[src/rtl/sup_pkg.sv]
package sup_pkg;

  typedef enum logic {
    SRC_EXT = 1'b0,
    SRC_INT = 1'b1
  } tsrc_e;

  localparam int unsigned SYNC_W  = 7;
  localparam int unsigned IX_SUP  = 0;
  localparam int unsigned IX_BATT = 1;
  localparam int unsigned IX_PF   = 2;
  localparam int unsigned IX_KICK = 3;
  localparam int unsigned IX_EXT  = 4;
  localparam int unsigned IX_SRC  = 5;
  localparam int unsigned IX_SEL  = 6;

  function automatic int unsigned max_u(input int unsigned a, input int unsigned b);
    return (a > b) ? a : b;
  endfunction

endpackage

[src/rtl/sup_sync.sv]
module sup_sync #(
  parameter int unsigned W      = 1,
  parameter int unsigned STAGES = 2,
  parameter logic [W-1:0] RST_VAL = '0
) (
  input  logic         clk,
  input  logic         rst,
  input  logic [W-1:0] d,
  output logic [W-1:0] q
);

  logic [W-1:0] stg_q [STAGES];

  always_ff @(posedge clk) begin
    if (rst) begin
      for (int i = 0; i < int'(STAGES); i++) stg_q[i] <= RST_VAL;
    end else begin
      stg_q[0] <= d;
      for (int i = 1; i < int'(STAGES); i++) stg_q[i] <= stg_q[i-1];
    end
  end

  assign q = stg_q[STAGES-1];

endmodule

[src/rtl/sup_timebase.sv]
module sup_timebase
  import sup_pkg::*;
#(
  parameter int unsigned CW             = 12,
  parameter int unsigned RST_TICKS      = 200,
  parameter int unsigned WD_LONG_TICKS  = 1600,
  parameter int unsigned WD_SHORT_TICKS = 100,
  parameter int unsigned EXT_RST_EDGES      = 1024,
  parameter int unsigned EXT_WD_LONG_EDGES  = 8192,
  parameter int unsigned EXT_WD_SHORT_EDGES = 512
) (
  input  logic          clk,
  input  logic          rst,
  input  logic          tick,
  input  logic          ext_lvl,
  input  tsrc_e         src,
  output logic          step,
  output logic [CW-1:0] lim_rst,
  output logic [CW-1:0] lim_long,
  output logic [CW-1:0] lim_short
);

  localparam logic [CW-1:0] I_RST   = CW'(RST_TICKS);
  localparam logic [CW-1:0] I_LONG  = CW'(WD_LONG_TICKS);
  localparam logic [CW-1:0] I_SHORT = CW'(WD_SHORT_TICKS);
  localparam logic [CW-1:0] E_RST   = CW'(EXT_RST_EDGES);
  localparam logic [CW-1:0] E_LONG  = CW'(EXT_WD_LONG_EDGES);
  localparam logic [CW-1:0] E_SHORT = CW'(EXT_WD_SHORT_EDGES);

  logic ext_prev_q;
  logic ext_rise;

  always_ff @(posedge clk) begin
    if (rst) ext_prev_q <= 1'b0;
    else     ext_prev_q <= ext_lvl;
  end

  assign ext_rise = ext_lvl & ~ext_prev_q;

  always_comb begin
    if (src == SRC_INT) begin
      step      = tick;
      lim_rst   = I_RST;
      lim_long  = I_LONG;
      lim_short = I_SHORT;
    end else begin
      step      = ext_rise;
      lim_rst   = E_RST;
      lim_long  = E_LONG;
      lim_short = E_SHORT;
    end
  end

endmodule

[src/rtl/sup_reset_gen.sv]
module sup_reset_gen #(
  parameter int unsigned CW = 12
) (
  input  logic          clk,
  input  logic          rst,
  input  logic          step,
  input  logic          sup_ok,
  input  logic          wd_fire,
  input  logic [CW-1:0] lim_rst,
  output logic          rst_n_q,
  output logic          rst_q
);

  logic [CW-1:0] cnt_q;
  logic [CW-1:0] cnt_nxt;

  always_comb begin
    cnt_nxt = cnt_q;
    if (!sup_ok || wd_fire)           cnt_nxt = lim_rst;
    else if (step && cnt_q != '0)     cnt_nxt = cnt_q - 1'b1;
  end

  always_ff @(posedge clk) begin
    if (rst) begin
      cnt_q   <= lim_rst;
      rst_n_q <= 1'b0;
      rst_q   <= 1'b1;
    end else begin
      cnt_q   <= cnt_nxt;
      rst_n_q <= (cnt_nxt == '0);
      rst_q   <= (cnt_nxt != '0);
    end
  end

  // a bad supply seen by the generator asserts reset on the next edge
  a_r1_supply_low_holds: assert property (@(posedge clk) disable iff (rst)
    !sup_ok |=> !rst_n_q);

  // release only after the hold counter has stepped down from one
  a_r2_release_after_count: assert property (@(posedge clk) disable iff (rst)
    $rose(rst_n_q) |-> $past(cnt_q) == {{(CW-1){1'b0}}, 1'b1});

  // a watchdog expiry reloads the full hold time
  a_r6_fire_reloads: assert property (@(posedge clk) disable iff (rst)
    wd_fire |=> (cnt_q == lim_rst) && !rst_n_q);

  // both reset polarities always disagree
  a_r3_polarity: assert property (@(posedge clk) disable iff (rst)
    rst_q != rst_n_q);

endmodule

[src/rtl/sup_watchdog.sv]
module sup_watchdog #(
  parameter int unsigned CW    = 12,
  parameter bit          WD_EN = 1'b1
) (
  input  logic          clk,
  input  logic          rst,
  input  logic          step,
  input  logic          kick_lvl,
  input  logic          short_sel,
  input  logic          rst_active,
  input  logic [CW-1:0] lim_long,
  input  logic [CW-1:0] lim_short,
  output logic          fire_q
);

  generate
    if (WD_EN) begin : g_wd
      logic          kick_prev_q;
      logic          kick;
      logic          first_q;
      logic [CW-1:0] wcnt_q;
      logic [CW-1:0] lim;

      assign kick = kick_lvl ^ kick_prev_q;
      assign lim  = (first_q || !short_sel) ? lim_long : lim_short;

      always_ff @(posedge clk) begin
        if (rst) begin
          kick_prev_q <= 1'b0;
          first_q     <= 1'b1;
          wcnt_q      <= '0;
          fire_q      <= 1'b0;
        end else begin
          kick_prev_q <= kick_lvl;
          fire_q      <= 1'b0;
          if (rst_active) begin
            wcnt_q  <= '0;
            first_q <= 1'b1;
          end else if (kick) begin
            wcnt_q  <= '0;
            first_q <= 1'b0;
          end else if (step) begin
            if (wcnt_q >= lim - 1'b1) begin
              wcnt_q <= '0;
              fire_q <= 1'b1;
            end else begin
              wcnt_q <= wcnt_q + 1'b1;
            end
          end
        end
      end

      // an expiry in the first period after reset counted the long limit
      a_r4_first_long: assert property (@(posedge clk) disable iff (rst)
        fire_q && $past(first_q) |-> $past(wcnt_q) == lim_long - 1'b1);

      // a service edge always clears the count on the following edge
      a_r5_kick_clears: assert property (@(posedge clk) disable iff (rst)
        kick |=> wcnt_q == '0 && !fire_q);
    end else begin : g_nowd
      assign fire_q = 1'b0;
    end
  endgenerate

endmodule

[src/rtl/sup_guard.sv]
module sup_guard
  import sup_pkg::*;
#(
  parameter int unsigned RST_TICKS          = 200,
  parameter int unsigned WD_LONG_TICKS      = 1600,
  parameter int unsigned WD_SHORT_TICKS     = 100,
  parameter int unsigned EXT_RST_EDGES      = 1024,
  parameter int unsigned EXT_WD_LONG_EDGES  = 8192,
  parameter int unsigned EXT_WD_SHORT_EDGES = 512,
  parameter bit          WD_EN              = 1'b1,
  parameter int unsigned SYNC_STAGES        = 2
) (
  input  logic clk,
  input  logic rst,
  input  logic tick,
  input  logic ext_clk,
  input  logic clk_src_sel,
  input  logic supply_ok,
  input  logic batt_mode,
  input  logic pf_cmp,
  input  logic wd_kick,
  input  logic wd_short_sel,
  input  logic ce_in_n,
  output logic rst_n_out,
  output logic rst_out,
  output logic ce_out_n,
  output logic pf_out
);

  localparam int unsigned MAX_I = max_u(RST_TICKS, max_u(WD_LONG_TICKS, WD_SHORT_TICKS));
  localparam int unsigned MAX_E = max_u(EXT_RST_EDGES, max_u(EXT_WD_LONG_EDGES, EXT_WD_SHORT_EDGES));
  localparam int unsigned CW    = $clog2(max_u(MAX_I, MAX_E) + 1);
  localparam logic [SYNC_W-1:0] SYNC_RST = SYNC_W'(1) << IX_SRC;

  logic [SYNC_W-1:0] raw;
  logic [SYNC_W-1:0] syn;
  logic              step;
  logic [CW-1:0]     lim_rst, lim_long, lim_short;
  logic              wd_fire;
  logic              rst_n_q, rst_q;
  logic              ce_q, pf_q;

  always_comb begin
    raw          = '0;
    raw[IX_SUP]  = supply_ok;
    raw[IX_BATT] = batt_mode;
    raw[IX_PF]   = pf_cmp;
    raw[IX_KICK] = wd_kick;
    raw[IX_EXT]  = ext_clk;
    raw[IX_SRC]  = clk_src_sel;
    raw[IX_SEL]  = wd_short_sel;
  end

  sup_sync #(.W(SYNC_W), .STAGES(SYNC_STAGES), .RST_VAL(SYNC_RST)) u_sync (
    .clk (clk),
    .rst (rst),
    .d   (raw),
    .q   (syn)
  );

  sup_timebase #(
    .CW(CW), .RST_TICKS(RST_TICKS), .WD_LONG_TICKS(WD_LONG_TICKS),
    .WD_SHORT_TICKS(WD_SHORT_TICKS), .EXT_RST_EDGES(EXT_RST_EDGES),
    .EXT_WD_LONG_EDGES(EXT_WD_LONG_EDGES), .EXT_WD_SHORT_EDGES(EXT_WD_SHORT_EDGES)
  ) u_tb (
    .clk       (clk),
    .rst       (rst),
    .tick      (tick),
    .ext_lvl   (syn[IX_EXT]),
    .src       (tsrc_e'(syn[IX_SRC])),
    .step      (step),
    .lim_rst   (lim_rst),
    .lim_long  (lim_long),
    .lim_short (lim_short)
  );

  sup_reset_gen #(.CW(CW)) u_rg (
    .clk     (clk),
    .rst     (rst),
    .step    (step),
    .sup_ok  (syn[IX_SUP]),
    .wd_fire (wd_fire),
    .lim_rst (lim_rst),
    .rst_n_q (rst_n_q),
    .rst_q   (rst_q)
  );

  sup_watchdog #(.CW(CW), .WD_EN(WD_EN)) u_wd (
    .clk        (clk),
    .rst        (rst),
    .step       (step),
    .kick_lvl   (syn[IX_KICK]),
    .short_sel  (syn[IX_SEL]),
    .rst_active (~rst_n_q),
    .lim_long   (lim_long),
    .lim_short  (lim_short),
    .fire_q     (wd_fire)
  );

  always_ff @(posedge clk) begin
    if (rst) begin
      ce_q <= 1'b1;
      pf_q <= 1'b0;
    end else begin
      ce_q <= syn[IX_SUP] ? ce_in_n : 1'b1;
      pf_q <= syn[IX_PF] & ~syn[IX_BATT];
    end
  end

  assign rst_n_out = rst_n_q;
  assign rst_out   = rst_q;
  assign ce_out_n  = ce_q;
  assign pf_out    = pf_q;

  // chip enable stays inactive while the supply is seen as bad
  a_r10_ce_forced: assert property (@(posedge clk) disable iff (rst)
    !syn[IX_SUP] |=> ce_out_n);

  // battery mode drives the power-fail output low
  a_r11_batt_forces_low: assert property (@(posedge clk) disable iff (rst)
    syn[IX_BATT] |=> !pf_out);

endmodule

[config.mk]
export PLATFORM = sky130hd
export DESIGN_NAME = sup_guard
export DESIGN_NICKNAME = d
export VERILOG_FILES = /design/src/rtl/sup_pkg.sv /design/src/rtl/sup_sync.sv /design/src/rtl/sup_timebase.sv /design/src/rtl/sup_reset_gen.sv /design/src/rtl/sup_watchdog.sv /design/src/rtl/sup_guard.sv
export SDC_FILE = /design/constraint.sdc
export NUM_CORES = 1
export LEC_CHECK = 0
export BUFFER_PORTS_ARGS = -buffer_cell sky130_fd_sc_hd__buf_2
export CAP_MARGIN = 10
export CORE_MARGIN = 4
export CORE_UTILIZATION = 54
export DETAILED_ROUTE_END_ITERATION = 6
export PLACE_DENSITY = 0.84
export SLEW_MARGIN = 20
export SYNTH_ARGS = -nofsm -noshare
export SYNTH_HDL_FRONTEND = slang
export SYNTH_SLANG_ARGS = --single-unit
[constraint.sdc]
create_clock -name clk -period 2.25 [get_ports clk]
set_clock_uncertainty 0.05 [all_clocks]
set_input_delay 0.45 -clock clk [delete_from_list [all_inputs] [get_ports clk]]
set_output_delay 0.45 -clock clk [all_outputs]
set_load 0.02 [all_outputs]
## Yosys cells after proc, flatten, opt, wreduce, memory -nomap -nowiden

Memories as Yosys holds them, arrays and structs flattened.
Index checks and enable logic that the tools add are counted.

| cells by class | value |
|---|---|
| add/subtract/negate cells | 3 |
| order comparisons | 1 |
| multiplexer cells | 15 |
| bitwise logic cells | 10 |
| reductions and logical operators | 12 |

Operators by type and width:

| cell | number |
|---|---|
| 14-bit 2-to-1 mux | 6 |
| 14-bit nonzero test | 2 |
| 14-bit by 1-bit subtractor with 14-bit output (second input constant) | 2 |
| 14-bit by 1-bit adder with 14-bit output (second input constant) | 1 |
| 14-bit greater-or-equal comparator | 1 |
| 14-bit logical NOT | 1 |
| 7-bit 2-to-1 mux | 2 |
| 11-bit 2-to-1 mux | 1 |
| 10-bit 2-to-1 mux | 1 |
| 1-bit 2-to-1 mux | 5 |
| 1-bit NOT | 5 |
| 2-bit OR reduction | 2 |
| 4-bit OR reduction | 1 |
| 3-bit OR reduction | 1 |
| 1-bit bitwise AND | 2 |
| 1-bit logical NOT | 2 |
| 1-bit logical OR | 2 |
| 1-bit bitwise OR | 2 |
| 1-bit logical AND | 1 |
| 1-bit bitwise XOR | 1 |

| word-level totals | value |
|---|---|
| register bits after elaboration | 36 |
| bits in writable memories | 14 |
| output and inout bits | 4 |
| memories | 1 |

Memory list:

| name | depth | bits a word | rd ports | clocked after memory_dff | wr ports | line | source |
|---|---|---|---|---|---|---|---|
| u_sync.stg_q | 2 | 7 | 2 | 0 | 2 | sup_sync.sv:12 | `logic [W-1:0] stg_q [STAGES];` |

## Logic depth before layout (Yosys ltp)

Gate-level depths: netlist of run 1.

| logic depth | value |
|---|---|
| depth after elaboration | 7 |
| mapped depth | 10 |
| depth with buffers taken out | 9 |

## Hierarchy

A second synthesis of run 1 with hierarchy kept.

| unflattened totals | value |
|---|---|
| cells, all modules | 412 |
| area total of the unflattened synthesis | 3558.4 µm² |

By module, submodules not included:

| module | times used | cells each | area each (µm²) | seq. area each (µm²) |
|---|---|---|---|---|
| sup_watchdog | 1 | 193 | 1640.3 | 340.3 |
| sup_reset_gen | 1 | 130 | 1062.3 | 320.3 |
| sup_sync | 1 | 36 | 435.4 | 280.3 |
| sup_timebase | 1 | 48 | 360.3 | 20.0 |
| sup_guard | 1 | 5 | 60.1 | 40.0 |

## Worst setup path after synthesis of run 1

No wires, ideal clock.

| timing | value |
|---|---|
| path type | register to register |
| from | memory u_sync.stg_q[0][13] in the netlist's numbering |
| to | register u_wd.g_wd.wcnt_q[0] |
| data arrival time | 2.279 ns |
| data required time | 2.083 ns |
| setup slack | -0.196 ns |
| stages on the path, launching flop included | 10 |
| buffers on the path | 1 |
| period minus slack after synthesis | 2.446 ns |
| cell sequence | dfxtp_1 nor2b_1 or2_2 ha_1 nand4_1 or4_1 o211a_2 o21bai_1 buf_2 nor2_1 |

RTL lines:

| what | line | source |
|---|---|---|
| from (decl) | sup_sync.sv:12 |  |
| to (signal assigned) | sup_watchdog.sv:47 | `wcnt_q <= wcnt_q + 1'b1;` |
| to (decl) | sup_watchdog.sv:21 | `logic [CW-1:0] wcnt_q;` |

==> summary.txt, run 1 <==
Outcome
  – Outcome: complete, no violations

Clock network
  – H-tree depth: 2
  – CTS clk-pin slew, worst paths: approximately 100 ps
  – Clock buffer depth: 2
  – CTS Buf Count: 5
  – Skew-Pair Late Insertion Delay: 310 ps
  – Clk sinks: 50
  – TritonCTS clock tree: yes
  – CTS root buffer: clkbuf_8

Floorplanning
  – Area of the core: roughly 4300 um2
  – Die height: 74.8 um
  – Die area: between 5000 and 6000 um2
  – Effective utilization at floorplan: a little under three fifths
  – # IOs: 15
  – Die X: between 70 and 80 um
  – Std-Cell Rows: 24

Timing
  – Fmax: approximately 0.44 GHz
  – # setup viols final: 0
  – Final hold viol count: 0
  – Max-slew violations: 0
  – Period minus WS final: between 2000 and 2500 ps
  – Final hold slack: ~270 ps
  – Final Worst Setup Slack: around 0.40 ps
  – Part of the cycle the worst path needs: between 90% and 100%
  – RSZ-0062 raised after global routing: true

Setup path
  – Crit path kind: register to register
  – WP data arrival: roughly 2400 ps
  – Delay-heaviest family, CP: simple AND/OR/NAND/NOR gates
  – CP Buf/Inv Count: 1
  – Critical Path RT: ~2400 ps
  – Startpoint Class: register
  – Slowest CP cell: or4_4
  – Cell breakdown of the critical path: nor2b_4 -> or2_4 -> ha_4 -> nand4_1 -> or4_4 -> o211a_4 -> o21bai_4 -> buf_6 -> nor2_1
  – CP max stage delay: 500 ps
  – Worst setup EP type: register
  – Critical path fanouts, max: 8

Placed design
  – I/O Buffers: 14
  – Dpl hpwl: about 3.7 mm
  – Post-DP Area: 2730 um2
  – Post-place setup slack: -58.0 ps
  – GPL Wtd Cong: 0.950

Yosys
  – Post-synth cell types: 53
  – Synth warn: 0
  – Main synth FF type: dfxtp_1
  – Post-synth ARST share: 0%
  – Average cell area after synthesis: 9.08 um2
  – Synthesized Nets: about 290
  – Sequential fraction of the synthesis area: 41.6%
  – Post-synth EDFFs: 0
  – #FFs+latches synth: 50
  – Syn Inst Count: 265
  – Mapped Area: 2410 um2

Global route
  – Total track usage: 19.8%
  – Vias in the first global route: about 1,900
  – Initial antenna violation count: 0
  – First-pass GRT wire length: ~8.5 mm
  – GR Overflow Total: 0
  – Largest net degree at the start of global routing: 22

Cells and area
  – Design area: approximately 3000 um2
  – Layout Nets: 329
  – Share of cells above drive strength 1: a little under a third
  – Biggest regs: u_rg.cnt_q: 14 flops, u_sync.stg_q: 14 flops, u_wd.g_wd.wcnt_q: 14 flops
  – Synth-to-Final Area Change: 23.6%
  – Ant. Diodes: 0

Routing
  – ANT nets after route: 0
  – Vias/cell: around 5.7
  – Final wirelength: 5.32 mm
  – Wire per inst: ~15 um
  – Total number of vias: 2,050
  – DRT iter0 DRCs: 89
  – DR DRC count: 0
  – DRT Pass-1 Iters: 4

Pwr
  – Design Power: between 0.0015 and 0.002 W
  – Peak VDD IR: around 0.00033 V
  – Leak pwr: 1.13 nW
  – Pwr dens: between 500 and 600 nW/um2

Min path
  – Worst Hold Class: input port to register

Flow run
  – Max-cap violations: 0
==> cells in the mapped netlist, types with 3 or more instances <==
cell type / number / area share, %
nor2_1: 39 / 6.1
a21o_1: 4 / 1.2
nor3_1: 4 / 0.83
xnor2_1: 9 / 3.3
or3_1: 3 / 0.78
buf_2: 4 / 0.83
a21oi_1: 13 / 2.7
nand2_1: 15 / 2.3
inv_1: 5 / 0.78
nand4_1: 7 / 1.8
ha_1: 11 / 5.7
and3_1: 4 / 1.0
nor4_1: 7 / 1.8
xor2_1: 11 / 4.0
nand3_1: 4 / 0.83
mux2i_1: 4 / 1.7
nor2b_1: 19 / 4.9
or2_2: 5 / 1.3
clkbuf_1: 3 / 0.47
or4_1: 5 / 1.6
dfxtp_1: 50 / 42
==> power breakdown <==
part           internal (W)  switching [W]  total, W
clock network      0.000229       0.000321  0.000550
registers          0.000903      0.0000115  0.000914
logic             0.0000654      0.0000758  0.000141
total               0.00120       0.000408   0.00160
==> routing by layer <==
layer	routed length (um)	global-route usage, %
met1	2200	24.1
met2	2710	33.7
met3	290	6.01
met4	116	6.13
met5	0	0
==> per-stage QoR <==
stage | std cells | utilization [%] | setup TNS (ps)
after floorplan | 265 | - | 0
after global placement | 348 | 63.1 | -1.49
after detailed placement | 348 | 63.1 | -693
after CTS | 357 | 66.3 | 0
after global routing | 360 | 68.8 | -954
final | 360 | 68.8 | 0
==> kinds of logic after synthesis <==
group                    after synthesis  synth area share [%]
AND/OR/NAND/NOR                      128                  29.5
flip-flops                            50                  41.6
AO/OA/AOI/OAI                         38                  11.9
XOR/XNOR                              20                  7.28
buffers and inverters                 13                  2.23
adder cells (fa/ha/maj)               11                  5.72
multiplexers                           4                  1.66
other                                  1                 0.156
==> layout make-up <==
type | instances | area, um2
Clock buffer | 5 | 68.8
Clock inverter | 3 | 26.3
Fill cell | 322 | 1350
Inverter | 5 | 18.8
Multi-Input combinational cell | 202 | 1500
Sequential cell | 50 | 1010
Tap cell | 52 | 65.1
Timing Repair Buffer | 43 | 295
==> worst register-to-register path: stages, from the launching register on <==
cell      delay (ps)
dfxtp_2          330
nor2b_4          120
or2_4            260
ha_4             270
nand4_1          110
or4_4            500
o211a_4          170
o21bai_4         130
buf_6            140
nor2_1            50
==> timing repair <==
item	4_1_cts	5_1_grt
buffers inserted	1	3
gates resized for setup	8	20
gates cloned	0	0
endpoints found under the setup margin	14	17
hold buffers	0	0
pin swaps	2	6
==> cells in the final DEF, fill, tap and decap left out, drive strengths merged, types with 5 or more instances in the layout <==
master and count:
or4 5, inv 7, dfxtp 50, nor2b 19
nor3 6, clkbuf 5, buf 43, nand2 15
nand3 5, xnor2 9, a21oi 13, ha 11
xor2 11, or2 7, nor2 39, nand4 7
nor4 8
==> final timing paths <==
check                      startpoint                  end  slack, ps  cells after the start
setup / recovery  u_sync.stg_q[0][13]  u_wd.g_wd.wcnt_q[7]        0.4                      9
hold / removal            clk_src_sel   u_sync.stg_q[0][5]        270                      2
setup reg to reg  u_sync.stg_q[0][13]  u_wd.g_wd.wcnt_q[7]        0.4                      9
hold reg to reg    u_sync.stg_q[0][8]               pf_out        340                      1
(Power assumes the default switching activity.)
==> inputs of run 2 (changes only) <==
CORE_UTILIZATION = 40   (was 54)
HOLD_SLACK_MARGIN = 0.05   (was default)
PLACE_DENSITY = 0.67   (was 0.84)
SYNTH_HIERARCHICAL = 1   (was default)
==> run 2 against run 1 <==
Effect of this change:
- the flow now finishes with violations (negative setup slack)
- register-to-register slack worse by 660 ps
- synthesized cell count increased by 55%
- worst setup slack got worse by 660 ps
- combinational power up 140%
- flip-flop and latch count is the same
- global-route usage decreased by 4.5 points
- hold slack better by 14 ps
- first-iteration DRC count is 17% lower
- sequential power is 2.7% higher
- wire length increased by 51%
==> summary.txt, run 2 <==
Outcome
  – Outcome: finished with violations
  – Failing checks: negative setup slack

Routing
  – Vias/cell: approximately 5.1
  – Wire per inst: 13.6 um
  – DR DRC count: 0
  – DRT Pass-1 Iters: 4
  – Final wirelength: 8.01 mm
  – DRT iter0 DRCs: 74
  – Total number of vias: 2,982
  – ANT nets after route: 0

Setup path
  – Cell breakdown of the critical path: buf_6 -> nand3b_1 -> o211ai_4 -> buf_12 -> nor4_4 -> nor4b_4 -> a211oi_2 -> ha_1 -> nand4_1 -> nor2_2 -> o311ai_2 -> a21boi_2 -> buf_6 -> nor3_2
  – Most common cell on crit path: buf_6
  – Crit path kind: register to register
  – Reg-to-Reg Start: u_sync/stg_q[0][12]
  – Delay-heaviest family, CP: simple AND/OR/NAND/NOR gates
  – Critical path startpoint: u_sync/stg_q[0][12]
  – CP Buf/Inv Count: 3
  – R2R Path End: u_wd/g_wd.wcnt_q[13]
  – Slowest CP cell: dfxtp_2
  – FF-to-FF setup slack: -660 ps
  – Critical path fanouts, max: 8
  – CP max stage delay: around 340 ps
  – Critical Path RT: roughly 2400 ps
  – R2R depth: 14
  – Worst setup EP type: register
  – WP data arrival: between 3000 and 4000 ps
  – Startpoint Class: register

Cells and area
  – Core Util, Final: 51.2%
  – Synth-to-Final Area Change: 24.9%
  – Layout Nets: 507
  – Fillcell total: 785
  – Ant. Diodes: 0
  – Commonest non-fill, non-tap cell in the layout: buf_4
  – Biggest regs: u_rg/cnt_q: 14 flops, u_sync/stg_q: 14 flops, u_wd/g_wd.wcnt_q: 14 flops
  – Design area: roughly 4400 um2
  – Commonest non-fill, non-tap cells in the layout: 70 x buf_4, 45 x dfxtp_1, 30 x conb_1
  – Share of cells above drive strength 1: roughly a third

Global route
  – GR met1 Demand/Resource: roughly a fifth
  – Initial antenna violation count: 0
  – GR Layer Usage met2: 26.5%
  – Largest net degree at the start of global routing: 25
  – Vias in the first global route: 2,923
  – GRT met3 Usage: about 1.9%
  – Total track usage: between 10% and 20%
  – Most used routing layer: met2
  – First-pass GRT wire length: around 13 mm
  – GR Overflow Total: 0

Pwr
  – Peak VDD IR: 0.000547 V
  – Proportion of power drawn by combinational gates: between 15 and 20%
  – NetSw: 0.000513 W
  – Sw Share: 28.2%
  – Seq pwr share: 51.7%
  – Internal: ~0.0013 W
  – Leak pwr: between 1.5 and 2 nW
  – Pwr dens: between 400 and 500 nW/um2
  – Clock network fraction of total power: 30.1%
  – Design Power: 0.00182 W

Floorplanning
  – Area of the core: just under 9000 um2
  – Std-Cell Rows: 34
  – Die height: 102 um
  – Die X: 102 um
  – Die area: between 10,000 and 15,000 um2
  – # IOs: 15
  – Effective utilization at floorplan: about two fifths

Yosys
  – List of most frequent post-synthesis cells: 50 x dfxtp_1, 48 x buf_4, 31 x nor2_1, 23 x nor3_1, 22 x nand2_1
  – Mapped Area: ~3600 um2
  – Post-synth top area share: approximately 28%
  – Post-synth EDFFs: 0
  – Largest cells by area after synthesis: dfxtp_1 28%, buf_4 10%, ha_1 6.0%, xor2_1 4.4%, mux2i_1 3.4%
  – Main synth FF type: dfxtp_1
  – #FFs+latches synth: 50
  – Yosys top cell by area: dfxtp_1
  – Post-synth ARST share: 0%
  – Most frequent cell after synthesis: dfxtp_1
  – Syn Inst Count: 412
  – Post-synth cell types: 72
  – Sequential fraction of the synthesis area: between 20% and 30%
  – Average cell area after synthesis: roughly 8.6 um2
  – Synth warn: 6

Timing
  – Max-slew violations: 0
  – Least-Margin Pin Slew: 749 ps
  – RSZ-0062 raised after global routing: true
  – Sum of negative setup slack: -10,960 ps
  – Fmax: ~0.34 GHz
  – Slew margin rel.: around half
  – Part of the cycle the worst path needs: 129%
  – Final hold viol count: 0
  – Period minus WS final: 2910 ps
  – # setup viols final: 18
  – Final Worst Setup Slack: -662 ps

Min path
  – Hold depth: 2
  – Hold Path End: ce_out_n
  – Min-delay src: ce_in_n
  – Worst Hold Class: input port to register

Clock network
  – CTS Buf Count: 5
  – CTS clk-pin slew, worst paths: around 100 ps
  – Skew-Pair Late Insertion Delay: around 310 ps
  – Clock buffer depth: 2
  – CTS root buffer: clkbuf_8
  – TritonCTS clock tree: yes
  – H-tree depth: 2
  – Clk sinks: 50

Placed design
  – Post-place setup slack: -626 ps
  – Dpl hpwl: around 5.7 mm
  – GPL Wtd Cong: slightly below 0.9
  – I/O Buffers: 14
  – Post-DP Area: just under 4000 um2

Flow run
  – Max-cap violations: 0
## run 2: cell count changes in the layout (fill, tap and decap cells not counted), moves of 9 or more
cell,change
buf_4,+43
nor2_1,-10
conb_1,+29
inv_1,+9
nor3_2,+14
## run 2: repair_timing
item                       4_1_cts  5_1_grt
setup buffers                    9       12
hold buffers                     0        0
gates resized for setup         29       25
setup endpoints to repair       22       24
pin swaps                       17       24
## run 2: logic make-up after synthesis
logic type	share of synthesized area, %
flip-flops	28.1
XOR/XNOR	7.38
AO/OA/AOI/OAI	12.7
adder cells (fa/ha/maj)	5.98
multiplexers	5.42
other	0.105
buffers and inverters	14.1
AND/OR/NAND/NOR	26.2
## run 2: layout make-up
| type | instances | area (um2) | share of cell area, % |
|---|---|---|---|
| Timing Repair Buffer | 92 | 712 | 16.0 |
| Tap cell | 108 | 135 | 3.04 |
| Multi-Input combinational cell | 317 | 2450 | 55.1 |
| Inverter | 13 | 48.8 | 1.10 |
| Sequential cell | 50 | 1010 | 22.7 |
| Clock inverter | 3 | 23.8 | 0.535 |
| Clock buffer | 5 | 68.8 | 1.55 |
## run 2: stage by stage
stage | hold WS, ps | instances
2_1_floorplan | 335 | 441
3_3_place_gp | 331 | 562
3_5_place_dp | 335 | 562
4_1_cts | 274 | 579
5_1_grt | 286 | 588
6_report | 282 | 588
## run 2: per-layer routing
layer	wire, um	share of wire [%]
met1	3770	47
met2	3860	48
met3	236	2.9
met4	138	1.7
met5	0	0
## run 2: how the worst max path moves through the flow
stage | end | slack (ps) | depth (start not counted)
final | u_wd/g_wd.wcnt_q[13] | -660 | 14
after global routing | u_wd/fire_q | -830 | 14
after CTS | u_rg/rst_q | -610 | 9
after detailed placement | u_rg/rst_q | -630 | 9
after global placement | u_rg/rst_q | -620 | 9
after floorplan | u_wd/g_wd.wcnt_q[10] | -430 | 14
## run 2: power by group through the flow
| stage | Combinational, W | Clock (W) | Sequential [W] |
|---|---|---|---|
| 2_1_floorplan | 0.000227 | 0 | 0.000957 |
| 3_3_place_gp | 0.000273 | 0 | 0.000957 |
| 3_5_place_dp | 0.000279 | 0 | 0.000958 |
| 4_1_cts | 0.000296 | 0.000559 | 0.000937 |
| 5_1_grt | 0.000363 | 0.000590 | 0.000943 |
| 6_report | 0.000332 | 0.000547 | 0.000939 |
## run 2: worst register-to-register path, cell delays in order (launching register included)
cell	delay (ps)
dfxtp_2	340
buf_6	120
nand3b_1	160
o211ai_4	130
buf_12	140
nor4_4	330
nor4b_4	260
a211oi_2	70
ha_1	290
nand4_1	120
nor2_2	200
o311ai_2	150
a21boi_2	210
buf_6	180
nor3_2	40
